## config.mk

```make
export PLATFORM = sky130hd
export DESIGN_NAME = mcs_seq_ctrl
export DESIGN_NICKNAME = d
export VERILOG_FILES = /design/src/rtl/mcs_pkg.sv /design/src/rtl/mcs_dispatch.sv /design/src/rtl/mcs_ctrl_rom.sv /design/src/rtl/mcs_state_reg.sv /design/src/rtl/mcs_seq_ctrl.sv
export SDC_FILE = /design/constraint.sdc
export NUM_CORES = 1
export LEC_CHECK = 0
export ABC_AREA = 1
export BUFFER_PORTS_ARGS = -buffer_cell sky130_fd_sc_hd__buf_2
export CORE_MARGIN = 8
export CORE_UTILIZATION = 38
export CTS_CLUSTER_SIZE = 24
export DETAILED_ROUTE_END_ITERATION = 16
export GPL_ROUTABILITY_DRIVEN = 0
export GPL_TIMING_DRIVEN = 0
export PLACE_DENSITY = 0.73
export SETUP_SLACK_MARGIN = 0.15
export SLEW_MARGIN = 15
export SYNTH_ARGS = -nofsm -noshare
export SYNTH_HDL_FRONTEND = slang
export SYNTH_SLANG_ARGS = --single-unit
```

## constraint.sdc

```tcl
create_clock -name clk -period 1 [get_ports clk]
set_input_delay 0.2 -clock clk [delete_from_list [all_inputs] [get_ports clk]]
set_output_delay 0.2 -clock clk [all_outputs]
set_load 0.05 [all_outputs]
```

## src/rtl/mcs_pkg.sv

```systemverilog
package mcs_pkg;
  localparam int OP_W   = 4;
  localparam int ST_W   = 4;
  localparam int CTRL_W = 17;

  typedef enum logic [ST_W-1:0] {
    ST_FETCH  = 4'd0,  ST_DECODE = 4'd1,  ST_MEMADR = 4'd2,  ST_LDRD   = 4'd3,
    ST_LDWB   = 4'd4,  ST_STWR   = 4'd5,  ST_REXE   = 4'd6,  ST_RWB    = 4'd7,
    ST_BRN    = 4'd8,  ST_JMP    = 4'd9,  ST_IEXE   = 4'd10, ST_IWB    = 4'd11,
    ST_JREG   = 4'd12, ST_JAL1   = 4'd13, ST_JAL2   = 4'd14, ST_HALT   = 4'd15
  } seq_state_e;

  localparam logic [OP_W-1:0] OP_LOAD = 4'd6;

  typedef struct packed {
    logic [1:0] dst_sel;
    logic       rf_we;
    logic       alu_a_sel;
    logic       mem_re;
    logic       mem_we;
    logic       wb_from_mem;
    logic       addr_from_alu;
    logic       ir_we;
    logic       pc_we;
    logic       pc_we_cond;
    logic [1:0] alu_mode;
    logic [1:0] alu_b_sel;
    logic [1:0] pc_sel;
  } ctrl_word_t;

  // Next state after decode, chosen by instruction class
  function automatic seq_state_e dispatch_of(input logic [OP_W-1:0] op);
    case (op)
      4'd6, 4'd7:                     return ST_MEMADR;
      4'd1, 4'd2, 4'd3, 4'd4, 4'd10:  return ST_REXE;
      4'd8, 4'd9:                     return ST_BRN;
      4'd12:                          return ST_JMP;
      4'd0, 4'd5, 4'd11:              return ST_IEXE;
      4'd13:                          return ST_JREG;
      4'd14:                          return ST_JAL1;
      default:                        return ST_HALT;
    endcase
  endfunction

  // Control word emitted in each state
  function automatic ctrl_word_t ctrl_of(input seq_state_e s);
    ctrl_word_t c;
    c = '0;
    case (s)
      ST_FETCH: begin
        c.mem_re = 1'b1; c.ir_we = 1'b1; c.pc_we = 1'b1; c.alu_b_sel = 2'b01;
      end
      ST_DECODE: c.alu_b_sel = 2'b10;
      ST_MEMADR: begin c.alu_a_sel = 1'b1; c.alu_b_sel = 2'b10; end
      ST_LDRD:   begin c.mem_re = 1'b1; c.addr_from_alu = 1'b1; end
      ST_LDWB:   begin c.rf_we = 1'b1; c.wb_from_mem = 1'b1; end
      ST_STWR:   begin c.mem_we = 1'b1; c.addr_from_alu = 1'b1; end
      ST_REXE:   begin c.alu_a_sel = 1'b1; c.alu_mode = 2'b01; end
      ST_RWB:    begin c.dst_sel = 2'b01; c.rf_we = 1'b1; end
      ST_BRN: begin
        c.alu_a_sel = 1'b1; c.alu_mode = 2'b01; c.pc_we_cond = 1'b1; c.pc_sel = 2'b01;
      end
      ST_JMP:    begin c.pc_we = 1'b1; c.pc_sel = 2'b10; end
      ST_IEXE: begin
        c.alu_a_sel = 1'b1; c.alu_mode = 2'b01; c.alu_b_sel = 2'b10;
      end
      ST_IWB:    c.rf_we = 1'b1;
      ST_JREG:   begin c.pc_we = 1'b1; c.pc_sel = 2'b11; end
      ST_JAL1:   c.alu_b_sel = 2'b11;
      ST_JAL2: begin
        c.dst_sel = 2'b10; c.rf_we = 1'b1; c.pc_we = 1'b1; c.pc_sel = 2'b10;
      end
      default:   c = '0;
    endcase
    return c;
  endfunction
endpackage

```

## src/rtl/mcs_dispatch.sv

```systemverilog
module mcs_dispatch
  import mcs_pkg::*;
(
  input  seq_state_e      cur_st,
  input  logic            run,
  input  logic [OP_W-1:0] opcode,
  output seq_state_e      nxt_st,
  output logic            dispatch_fire
);
  assign dispatch_fire = run && (cur_st == ST_DECODE);

  always_comb begin
    nxt_st = ST_FETCH;
    if (run) begin
      case (cur_st)
        ST_FETCH:  nxt_st = ST_DECODE;
        ST_DECODE: nxt_st = dispatch_of(opcode);
        ST_MEMADR: nxt_st = (opcode == OP_LOAD) ? ST_LDRD : ST_STWR;
        ST_LDRD:   nxt_st = ST_LDWB;
        ST_REXE:   nxt_st = ST_RWB;
        ST_IEXE:   nxt_st = ST_IWB;
        ST_JAL1:   nxt_st = ST_JAL2;
        ST_HALT:   nxt_st = ST_HALT;
        default:   nxt_st = ST_FETCH;
      endcase
    end
  end
endmodule

```

## src/rtl/mcs_ctrl_rom.sv

```systemverilog
module mcs_ctrl_rom
  import mcs_pkg::*;
(
  input  seq_state_e cur_st,
  input  logic       run,
  output ctrl_word_t ctrl
);
  always_comb begin
    if (run) ctrl = ctrl_of(cur_st);
    else     ctrl = '0;
  end
endmodule

```

## src/rtl/mcs_state_reg.sv

```systemverilog
module mcs_state_reg
  import mcs_pkg::*;
(
  input  logic       clk,
  input  logic       rst,
  input  logic       start,
  input  seq_state_e nxt_st,
  output seq_state_e cur_st,
  output logic       run
);
  always_ff @(posedge clk) begin
    if (rst) begin
      cur_st <= ST_FETCH;
      run    <= 1'b0;
    end else begin
      cur_st <= nxt_st;
      run    <= run | start;
    end
  end
endmodule

```

## src/rtl/mcs_seq_ctrl.sv

```systemverilog
module mcs_seq_ctrl
  import mcs_pkg::*;
(
  input  logic                clk,
  input  logic                rst,
  input  logic                start,
  input  logic [OP_W-1:0]     opcode_i,
  output logic [ST_W-1:0]     state_o,
  output logic [CTRL_W-1:0]   ctrl_o,
  output logic                running_o
);
  seq_state_e cur_st;
  seq_state_e nxt_st;
  logic       run;
  logic       dispatch_fire;
  logic       halted;
  ctrl_word_t ctrl;

  mcs_state_reg u_reg (
    .clk(clk), .rst(rst), .start(start),
    .nxt_st(nxt_st), .cur_st(cur_st), .run(run)
  );

  mcs_dispatch u_disp (
    .cur_st(cur_st), .run(run), .opcode(opcode_i),
    .nxt_st(nxt_st), .dispatch_fire(dispatch_fire)
  );

  mcs_ctrl_rom u_rom (
    .cur_st(cur_st), .run(run), .ctrl(ctrl)
  );

  assign halted    = (cur_st == ST_HALT);
  assign state_o   = cur_st;
  assign ctrl_o    = ctrl;
  assign running_o = run;
endmodule

```

==> key figures, run 1 <==
Synthesis
  – Distinct cells, synth: 21
  – Ys async rst share: 0
  – Synth warn: 0
  – Synthesized flop and latch total: 5
  – Count leader, synth: nand2_1
  – Sequential share of the synthesized area: 0.187
  – EDFF count, synth: 0
  – Largest area contributor in the netlist: nand2_1
  – Synth top area share: 0.211
  – Synth Net Count: 108
  – Cell Area, Synth: 534 um2
  – Post-Syn Area per Cell: 5.29 um2
  – Cells after Synth: 101
  – Largest cells by area after synthesis: nand2_1 21%, dfxtp_1 19%, a21oi_1 11%
  – Post-synth top flop: dfxtp_1
  – Post-synth top cells: 30 x nand2_1, 14 x nor2_1, 13 x inv_1, 12 x a21oi_1, 6 x nand3_1

Outcome
  – Log Error: [ERROR DPL-0038] Utilization greater than 100%, impossible to legalize
  – Failed at: clock tree synthesis
  – Outcome: stopped before the end

Die
  – Die height: 53.5 um
  – Die Wd: 53.5 um
  – Row count: 13
  – Initial Utilization: 0.411
  – I/O pin total: 29

Clocking
  – Post-CTS setup buffer count: 11
  – # H-tree levels: 1
  – Clock tree buffer depth: 2
  – CTS root buf: clkbuf_4
  – Clock Sink Count: 5
  – CTS resizes: 66
  – Total CTS buffers: 3
  – Post-CTS Hold Buffers: 0

Placed design
  – Worst setup slack after placement: -0.503 ns
  – DP HPWL: 1500 um
  – Port Buffers: 27
==> cell families after synthesis <==
kind of cell / synth area share
flip-flops: 0.187
buffers and inverters: 0.119
AO/OA/AOI/OAI: 0.187
AND/OR/NAND/NOR: 0.499
other: 0.00702
==> metrics by stage <==
step	TNS [ns]	std cells	hold slack, ns	area (um2)	util
after floorplan	-6.74	101	0.263	788	-
after global placement	-6.75	143	0.360	942	0.724
after detailed placement	-6.94	143	0.367	942	0.724
==> run 2: changes to the inputs <==
- CORE_AREA: unset -> 8 8 69 71
- CORE_MARGIN: 8 -> unset
- CORE_UTILIZATION: 38 -> unset
- CTS_CLUSTER_SIZE: 24 -> unset
- DIE_AREA: unset -> 0 0 77 79
- PLACE_DENSITY: 0.73 -> unset
- PLACE_DENSITY_LB_ADDON: unset -> 0.15
- SETUP_SLACK_MARGIN: 0.15 -> unset
- clock period: 1 -> 1.3 ns (I/O delays scaled with it)
==> run 2 against run 1 <==
Compared with the run above: the flow now finishes, with violations (negative setup slack); synthesized cell count stayed put; synthesized area stayed put.
==> key figures, run 2 <==
Setup path
  – Critical Path AT: 1.39 ns
  – Data required time at the worst endpoint: 1.04 ns
  – Kind of critical path: reg -> out
  – Flop2flop setup slack: 0.09 ns
  – Reg2reg path depth: 7
  – Crit path max fanout: 5
  – Worst setup EP type: primary output
  – Worst setup SP type: flip-flop

Synthesis
  – Count leader, synth: nand2_1
  – Ys async rst share: 0
  – Cells after Synth: 101
  – Largest area contributor in the netlist: nand2_1
  – Largest cells by area after synthesis: nand2_1 21%, dfxtp_1 19%, a21oi_1 11%
  – EDFF count, synth: 0
  – Synth warn: 0
  – Synthesized flop and latch total: 5
  – Cell Area, Synth: 534 um2
  – Post-synth top flop: dfxtp_1
  – Post-synth top cells: 30 x nand2_1, 14 x nor2_1, 13 x inv_1, 12 x a21oi_1, 6 x nand3_1
  – Distinct cells, synth: 21
  – Synth top area share: 0.211
  – Post-Syn Area per Cell: 5.29 um2
  – Sequential share of the synthesized area: 0.187
  – Synth Net Count: 108

Final layout
  – Area used by multi-input combinational logic: 664 um2
  – Antenna Cells: 0
  – Storage element area: 119 um2
  – Commonest non-fill, non-tap cell in the layout: nand2_1
  – Final Util: 0.373
  – Fillers: 399
  – Final instance area: 1420 um2
  – Largest regs: u_reg.cur_st x4, u_reg.run x1
  – Most frequent cells in the layout: 20 x nand2_1, 16 x buf_6, 14 x buf_4, 11 x nor2_4, 11 x buf_2
  – Area Growth Syn to Fin: 165%
  – Biggest register: u_reg.cur_st
  – Layout cells sized above 1: 0.673
  – # nets final: 158
  – Largest register FFs: 4

GRT
  – GRT met1 Usage: 0.0813
  – M2 GR Usage: 0.137
  – Antenna violations before repair: 0
  – First-pass GRT wire length: 3810 um
  – GR peak layer: met2
  – GRT Residual Overflow: 0
  – Largest net degree at the start of global routing: 8
  – Met3 Track Usage GR: 0.0113
  – Number of global-route vias before repair: 848
  – Gr usage total: 0.0731

Die
  – Initial Utilization: 0.141
  – Die height: 79 um
  – I/O pin total: 29
  – CORE AREA: 3800 um2
  – Die Area: 6080 um2
  – Die Wd: 77 um
  – Row count: 23

STA
  – Final setup viols: 16
  – Fmax: 607 MHz
  – Hold slack final: 0.195 ns
  – Layout Skew: 0.00344 ns
  – Final Critical Period: 1.65 ns
  – Final Hold Vio Count: 0
  – Pins Over Slew Limit: 0
  – Tcrit/Tclk final: 1.27
  – RSZ-0062 raised after global routing: true
  – Final setup margin: -0.347 ns

Routing
  – Vias: 802
  – Wire per inst: 11.3 um
  – DRC viols: 0
  – Via density: 4.01
  – Final WL: 2260 um
  – DRT Pass-1 Iters: 4
  – Iteration-0 DRC Markers: 20
  – Detail Route Antenna Nets: 0

Clocking
  – Post-CTS Hold Buffers: 0
  – Clock Sink Count: 5
  – Worst-Skew Late Latency: 0.23 ns
  – Total CTS buffers: 3
  – Worst-path clk slew: 0.04 ns
  – Clock tree buffer depth: 2
  – # H-tree levels: 1
  – CTS tree: done
  – CTS root buf: clkbuf_8

Worst hold path
  – Hold Path Stages: 2
  – HP Class: in -> reg

Outcome
  – Failing checks: negative setup slack
  – Outcome: finished, violations left

Placed design
  – Worst setup slack after placement: -0.280 ns
  – DP HPWL: 1780 um
  – Area post-placement: 986 um2
  – Port Buffers: 27

Power and ir drop
  – Total Power: 782 uW
  – Static leakage: 0.000631 uW
  – Worst VDD drop: 0.216 mV
  – PD cells: 552 nW/um2

Run
  – Number of max-cap violations: 0
==> run 2: cell counts after synthesis <==
Identical to the previous run, type by type.
==> run 2: report_power, final <==
part           leakage, uW  internal, uW  switching [uW]
sequential       0.0000444           153            11.2
clock            0.0000255           207            85.7
combinational     0.000561           128             197
total             0.000631           488             294
==> run 2: worst paths after layout <==
kind	from	end
worst max-delay path	u_reg.cur_st[2]	ctrl_o[13]
worst min-delay path	rst	u_reg.run
worst max register to register	u_reg.cur_st[2]	u_reg.cur_st[2]
worst min register to register	u_reg.run	u_reg.run
==> run 2: repair_timing <==
action / 4_1_cts / 5_1_grt
resized for setup: 58 / 7
buffers inserted: 13 / 4
gates cloned: 1 / 0
pin swaps: 17 / 4
endpoints found under the setup margin: 16 / 16
==> run 2: worst max-delay path: stages (launching register included) <==
cell and delay [ns]:
dfxtp_4 0.37, nor2_4 0.18, buf_4 0.14, nand2_1 0.10
a31oi_4 0.20, buf_6 0.17
==> run 2: through the flow <==
stage | TNS [ns] | instances
after floorplan | -2.44 | 101
after global placement | -2.86 | 178
after detailed placement | -2.84 | 178
after CTS | -4.48 | 196
after global routing | -5.42 | 200
final | -4.40 | 200
==> run 2: layer usage <==
metal / wire [um] / vias to the layer above / part of all wire
met5: 0 / - / 0
met4: 27 / 0 / 0.012
met3: 93 / 2 / 0.041
met2: 1230 / 17 / 0.55
met1: 900 / 363 / 0.40
li1: - / 420 / -
==> run 2: kinds of logic after synthesis <==
family,after synthesis,share of synthesized area
buf+inv,16,0.119
flops,5,0.187
other cells,1,0.00702
compound gates,19,0.187
simple gates,60,0.499
==> run 2: final cells by class <==
class | count | share of cell area
multi-input combinational | 80 | 0.469
timing repair buffer | 45 | 0.295
sequential | 5 | 0.0839
inverter | 14 | 0.0521
tap | 50 | 0.0442
clock buffer | 3 | 0.0292
buffer | 2 | 0.0230
clock inverter | 1 | 0.00353
(Power assumes the default switching activity.)
